$ cat src/rtl/dbgw_pkg.sv
package dbgw_pkg;

   // Access kind codes presented to the slot kind masks
   localparam logic [1:0] KIND_READ  = 2'b11;
   localparam logic [1:0] KIND_WRITE = 2'b01;

   typedef enum logic [1:0] {
      SPAN_1   = 2'b00,
      SPAN_2   = 2'b01,
      SPAN_SPR = 2'b10,
      SPAN_4   = 2'b11
   } span_code_e;

   // Byte count for a span code; the spare code counts as a single byte
   function automatic logic [2:0] span_bytes(input logic [1:0] code);
      logic [2:0] n;
      case (span_code_e'(code))
         SPAN_2:  n = 3'd2;
         SPAN_4:  n = 3'd4;
         default: n = 3'd1;
      endcase
      return n;
   endfunction

endpackage

$ cat src/rtl/dbgw_cfg_regs.sv
module dbgw_cfg_regs #(
   parameter int ADDR_W    = 32,
   parameter int NUM_SLOTS = 4,
   parameter int CSEL_W    = 3
) (
   input  logic                                clk,
   input  logic                                rst_n,
   input  logic                                cfg_we,
   input  logic [CSEL_W-1:0]                   cfg_sel,
   input  logic [ADDR_W-1:0]                   cfg_wdata,
   output logic [NUM_SLOTS-1:0][ADDR_W-1:0]    slot_addr,
   output logic [NUM_SLOTS-1:0]                slot_en,
   output logic [NUM_SLOTS-1:0][1:0]           slot_kind,
   output logic [NUM_SLOTS-1:0][1:0]           slot_span,
   output logic [NUM_SLOTS-1:0]                clr_mask
);

   localparam logic [CSEL_W-1:0] SEL_CTRL  = CSEL_W'(NUM_SLOTS);
   localparam logic [CSEL_W-1:0] SEL_CLEAR = CSEL_W'(NUM_SLOTS + 1);
   localparam int KIND_BASE = NUM_SLOTS;
   localparam int SPAN_BASE = 3 * NUM_SLOTS;

   logic ctrl_wr;
   assign ctrl_wr = cfg_we && (cfg_sel == SEL_CTRL);

   // One address register per slot
   for (genvar g = 0; g < NUM_SLOTS; g++) begin : g_addr
      localparam logic [CSEL_W-1:0] MY_SEL = CSEL_W'(g);
      always_ff @(posedge clk or negedge rst_n) begin
         if (!rst_n) begin
            slot_addr[g] <= '0;
         end else if (cfg_we && (cfg_sel == MY_SEL)) begin
            slot_addr[g] <= cfg_wdata;
         end
      end
   end

   // Packed control word: enables, kind masks, span codes
   always_ff @(posedge clk or negedge rst_n) begin
      if (!rst_n) begin
         slot_en   <= '0;
         slot_kind <= '0;
         slot_span <= '0;
      end else if (ctrl_wr) begin
         for (int i = 0; i < NUM_SLOTS; i++) begin
            slot_en[i]   <= cfg_wdata[i];
            slot_kind[i] <= cfg_wdata[KIND_BASE + 2*i +: 2];
            slot_span[i] <= cfg_wdata[SPAN_BASE + 2*i +: 2];
         end
      end
   end

   assign clr_mask = (cfg_we && (cfg_sel == SEL_CLEAR)) ? cfg_wdata[NUM_SLOTS-1:0] : '0;

endmodule

$ cat src/rtl/dbgw_slot_cmp.sv
module dbgw_slot_cmp
   import dbgw_pkg::*;
#(
   parameter int ADDR_W      = 32,
   parameter bit CARRY_GUARD = 1'b1
) (
   input  logic              gate,
   input  logic              slot_en,
   input  logic [1:0]        slot_kind,
   input  logic [1:0]        slot_span,
   input  logic [ADDR_W-1:0] wp_addr,
   input  logic [ADDR_W-1:0] acc_addr,
   input  logic [1:0]        acc_len,
   input  logic [1:0]        acc_kind,
   output logic              hit
);

   localparam int SUM_W = ADDR_W + 1;

   logic [SUM_W-1:0] acc_lo, wp_lo, acc_end, wp_end;
   logic             kind_ok, fwd_ovl, bwd_ovl;

   assign acc_lo = {1'b0, acc_addr};
   assign wp_lo  = {1'b0, wp_addr};

   if (CARRY_GUARD) begin : g_wide
      assign acc_end = acc_lo + SUM_W'(span_bytes(acc_len));
      assign wp_end  = wp_lo  + SUM_W'(span_bytes(slot_span));
   end else begin : g_wrap
      assign acc_end = {1'b0, acc_addr + ADDR_W'(span_bytes(acc_len))};
      assign wp_end  = {1'b0, wp_addr  + ADDR_W'(span_bytes(slot_span))};
   end

   assign kind_ok = |(slot_kind & acc_kind);
   assign fwd_ovl = (acc_lo <= wp_lo) && (acc_end > wp_lo);
   assign bwd_ovl = (acc_lo >  wp_lo) && (acc_lo < wp_end);
   assign hit     = gate && slot_en && kind_ok && (fwd_ovl || bwd_ovl);

endmodule

$ cat src/rtl/dbgw_event_reg.sv
module dbgw_event_reg #(
   parameter int NUM_SLOTS = 4
) (
   input  logic                 clk,
   input  logic                 rst_n,
   input  logic [NUM_SLOTS-1:0] set_vec,
   input  logic [NUM_SLOTS-1:0] clr_vec,
   output logic [NUM_SLOTS-1:0] events
);

   // A set wins over a clear of the same bit in one cycle
   always_ff @(posedge clk or negedge rst_n) begin
      if (!rst_n) begin
         events <= '0;
      end else begin
         events <= (events & ~clr_vec) | set_vec;
      end
   end

endmodule

$ cat src/rtl/dbg_watch_match.sv
module dbg_watch_match
   import dbgw_pkg::*;
#(
   parameter int ADDR_W      = 32,
   parameter int NUM_SLOTS   = 4,
   parameter bit CARRY_GUARD = 1'b1,
   localparam int CSEL_W     = $clog2(NUM_SLOTS + 2)
) (
   input  logic                 clk,
   input  logic                 rst_n,
   input  logic                 cfg_we,
   input  logic [CSEL_W-1:0]    cfg_sel,
   input  logic [ADDR_W-1:0]    cfg_wdata,
   input  logic                 acc_valid,
   input  logic [ADDR_W-1:0]    acc_addr,
   input  logic [1:0]           acc_len,
   input  logic                 acc_write,
   input  logic                 resume_flag,
   output logic [NUM_SLOTS-1:0] hit_events
);

   if (NUM_SLOTS < 1 || NUM_SLOTS > 8) begin : g_bad_slots
      $error("dbg_watch_match: NUM_SLOTS must be 1..8");
   end
   if (5 * NUM_SLOTS > ADDR_W) begin : g_bad_ctrl
      $error("dbg_watch_match: control word does not fit in ADDR_W");
   end
   if (ADDR_W < 8) begin : g_bad_addr
      $error("dbg_watch_match: ADDR_W too small");
   end

   logic [NUM_SLOTS-1:0][ADDR_W-1:0] slot_addr;
   logic [NUM_SLOTS-1:0]             slot_en;
   logic [NUM_SLOTS-1:0][1:0]        slot_kind;
   logic [NUM_SLOTS-1:0][1:0]        slot_span;
   logic [NUM_SLOTS-1:0]             clr_mask;
   logic [NUM_SLOTS-1:0]             slot_hit;
   logic [1:0]                       acc_kind;
   logic                             gate;

   dbgw_cfg_regs #(
      .ADDR_W    (ADDR_W),
      .NUM_SLOTS (NUM_SLOTS),
      .CSEL_W    (CSEL_W)
   ) u_regs (
      .clk       (clk),
      .rst_n     (rst_n),
      .cfg_we    (cfg_we),
      .cfg_sel   (cfg_sel),
      .cfg_wdata (cfg_wdata),
      .slot_addr (slot_addr),
      .slot_en   (slot_en),
      .slot_kind (slot_kind),
      .slot_span (slot_span),
      .clr_mask  (clr_mask)
   );

   assign acc_kind = acc_write ? KIND_WRITE : KIND_READ;
   assign gate     = acc_valid && !resume_flag && (|slot_en);

   for (genvar g = 0; g < NUM_SLOTS; g++) begin : g_slot
      dbgw_slot_cmp #(
         .ADDR_W      (ADDR_W),
         .CARRY_GUARD (CARRY_GUARD)
      ) u_cmp (
         .gate      (gate),
         .slot_en   (slot_en[g]),
         .slot_kind (slot_kind[g]),
         .slot_span (slot_span[g]),
         .wp_addr   (slot_addr[g]),
         .acc_addr  (acc_addr),
         .acc_len   (acc_len),
         .acc_kind  (acc_kind),
         .hit       (slot_hit[g])
      );
   end

   dbgw_event_reg #(
      .NUM_SLOTS (NUM_SLOTS)
   ) u_events (
      .clk     (clk),
      .rst_n   (rst_n),
      .set_vec (slot_hit),
      .clr_vec (clr_mask),
      .events  (hit_events)
   );

endmodule

$ cat config.mk
export PLATFORM = sky130hd
export DESIGN_NAME = dbg_watch_match
export DESIGN_NICKNAME = d
export VERILOG_FILES = /design/src/rtl/dbgw_pkg.sv /design/src/rtl/dbgw_cfg_regs.sv /design/src/rtl/dbgw_slot_cmp.sv /design/src/rtl/dbgw_event_reg.sv /design/src/rtl/dbg_watch_match.sv
export SDC_FILE = /design/constraint.sdc
export NUM_CORES = 1
export LEC_CHECK = 0
export BUFFER_PORTS_ARGS = -buffer_cell sky130_fd_sc_hd__buf_4
export CAP_MARGIN = 20
export CORE_MARGIN = 4
export CORE_UTILIZATION = 39
export CTS_CLUSTER_SIZE = 20
export DETAILED_ROUTE_END_ITERATION = 16
export PLACE_DENSITY = 0.67
export SYNTH_ARGS = -nofsm -noshare
export SYNTH_HDL_FRONTEND = slang
export SYNTH_SLANG_ARGS = --single-unit
export TNS_END_PERCENT = 10
$ cat constraint.sdc
create_clock -name clk -period 3.8 [get_ports clk]
set_input_delay 0.38 -clock clk [delete_from_list [all_inputs] [get_ports clk]]
set_output_delay 0.38 -clock clk [all_outputs]
set_load 0.05 [all_outputs]
==> out/metrics.cfg <==
[final_layout]
diodes=0
seq_area_sq_mm=0.00380
final_cells=2925
fin_util_pct=49.4
nets=2802
syn_to_final_growth_pct=24.5
postLayoutCellArea_sq_mm=0.0214
final_common_cell=ha_1
layout_common_cells=ha_1 (393), buf_4 (333), nand2_1 (226)
drive_gt1_share_pct=21.6
fillerInstances=4084
multi_input_area_sq_mm=0.0131

[clock_network]
cts.htree.levels=4
cts_root_buf=clkbuf_16
cts_tree=done
numCtsBuffers=17
clkSinkCount=152
path_clk_slew_ps=80
clk_latency_ps=470
clockBufferDepth=2

[place]
dp_hpwl_um=54800
post_dp_cell_area_sq_mm=0.0203
dp_slack_ps=-1020
place_inst=2885
io_buffers=78
place.gp.congestion=0.976

[sta]
tightest_slew_ps=975
fin_crit_ps=4040
hold_ws_ps=167
rsz0062_at_grt=true
drv_slew=0
skew_ps=12.8
setup_viol=4
period_share_pct=106
slew_headroom_pct=34.9
hold_violations=0
totalNegativeSetupSlack_ps=-583
maxClockFrequency_mhz=247
layout_setup_ws_ps=-242

[drt]
wl_um=68100
firstDrtPassIters=5
drc=0
vias=17000
via_per_inst=5.81
wl_per_cell_um=23.3
ant_nets=0
drt_iter0_drc=1490

[outcome]
violations=setup timing
status=finished with violations

[yosys]
ys_warn_count=0
synth_fa_ha_area_share_pct=29.4
synthFlopType=dfrtp_1
synth_area_sq_mm=0.0172
avgSynthCellArea_sq_um=8.59
synth_compound_area_share_pct=15.3
synth_top_family_by_area=adder cells
synth-edff-count=0
synthArstFlopShare_pct=100
ys_seq_area_share_pct=22.2
synthXorXnorAreaFrac_pct=7.65
synthCells=1999
ys_types=64
synth_mux_area_share_pct=3.35
synth-seq-cells=152
yosys.area_share.simple_pct=18.1
syn_nets=2474

[grt]
grt_max_degree=73
overflow=0
grt_pass1_vias=17000
grtUsageTotal_pct=28.5
antenna_found_initial=3
grt_first_pass_wirelength_um=102000

[floorplan]
rows=76
start_util_pct=39.7
die_x_um=218
die_y_um=218
boundaryPins=79
die-area_sq_mm=0.0474
coreArea_sq_mm=0.0433

[critical_path]
crit_type=register to register
arrival_ps=4420
cp.required_ps=4180
path_max_fanout=4
crit_path_end_kind=register
startpoint_type=register
rrSetupSlack_ps=-240

[power]
p_per_area_mw_per_mm2=420
leakagePower_nw=10.0
p_total_mw=8.97
ir_worst_vdd_mv=0.364

[flow_run]
cap_violations=0

[min_path]
hp-class=primary input to register

==> flip-flops by register name (all words and copies together) (netlist names) <==
register / flops
u_regs.slot_addr: 128
u_regs.slot_en: 4
u_events.events: 4
u_regs.slot_kind: 8
u_regs.slot_span: 8
==> cells by family (layout without fill, tap and decap cells) <==
logic type                 Yosys count  count (layout)
xor gates and xnor gates           150             150
DFF                                152             152
and+or+nand+nor                    626             626
buffers and inverters              183             524
AOI/OAI and AO/OA                  437             437
muxes                               51              51
adders and majority gates          400             400
==> synth_stat cells (4+ instances only) <==
| master | instances | area (sq um) |
|---|---|---|
| clkbuf_1 | 25 | 93.8 |
| o21ai_0 | 154 | 771 |
| ha_1 | 395 | 4940 |
| xor2_1 | 17 | 149 |
| a211oi_1 | 29 | 218 |
| nor3b_1 | 7 | 52.6 |
| and4_1 | 15 | 131 |
| a21boi_0 | 4 | 30.0 |
| a21oi_1 | 127 | 636 |
| nor3_1 | 31 | 155 |
| nand4_1 | 81 | 507 |
| xnor2_1 | 133 | 1160 |
| nor3_2 | 4 | 40.0 |
| nor2_1 | 93 | 349 |
| fa_1 | 5 | 100 |
| a221oi_1 | 7 | 61.3 |
| nand2_1 | 229 | 860 |
| nor4_1 | 13 | 81.3 |
| and2_1 | 7 | 43.8 |
| a21o_1 | 61 | 458 |
| nand3_1 | 83 | 415 |
| nor2b_1 | 13 | 81.3 |
| dfrtp_1 | 152 | 3800 |
| nand2b_1 | 11 | 68.8 |
| o31ai_1 | 5 | 37.5 |
| and3_1 | 20 | 125 |
| inv_1 | 154 | 578 |
| o21a_1 | 5 | 37.5 |
| a211o_1 | 4 | 35.0 |
| mux2_2 | 51 | 574 |
| o211ai_1 | 11 | 82.6 |
| a2111oi_0 | 6 | 52.6 |
==> critical path: stages, from the launching register on <==
cell       delay, ps
dfrtp_1          400
inv_2             80
ha_4             130
inv_2             40
fa_2             360
nor2b_4          130
nor2_1            40
nor2_1           100
buf_4            190
buf_6            110
and3_4           220
buf_6            120
nand2_4           50
xnor2_2          150
ha_1             310
nand4_1          220
a21oi_2           80
a2111oi_4        380
nor3_2           100
a2111oi_4        380
a211oi_4         140
o31ai_1          210
==> final timing paths <==
check                                         start                    to  cells after the start
worst min register to register    u_regs.slot_en[0]     u_regs.slot_en[0]                      1
worst max-delay path            u_regs.slot_span[0]    u_events.events[0]                     21
worst min-delay path                   cfg_wdata[8]  u_regs.slot_addr[40]                      3
worst max register to register  u_regs.slot_span[0]    u_events.events[0]                     21
min in group asynchronous                     rst_n  u_regs.slot_addr[60]                      2
max in group asynchronous                     rst_n  u_regs.slot_addr[77]                      3
==> routing by layer <==
metal  wire (um)  track usage, %
met5          26               0
met2       31100            46.3
met3        5130            5.18
met4        2850            10.6
met1       29100            38.0
==> power by group <==
part           switching, mW  internal, mW  total [mW]
registers              0.278          1.97        2.25
logic                   2.76          2.14        4.90
clock network          0.828          1.00        1.83
total                   3.86          5.11        8.97
==> cell type report <==
type,instances,share of cell area [%]
Timing Repair Buffer,337,11.9
Sequential cell,152,17.8
Clock inverter,11,0.562
Clock buffer,21,2.15
Multi-Input combinational cell,1664,61.4
Tap cell,585,3.42
Inverter,155,2.72
==> timing repair <==
action / 4_1_cts / 5_1_grt
resized for setup: 73 / 24
buffers inserted: 6 / 2
hold buffers: 1 / 0
gates cloned: 0 / 0
pin swaps: 25 / 15
endpoints found under the setup margin: 4 / 4
endpoints found under the hold margin: 50 / 0
Note: power is estimated with default switching activity, not from simulation.
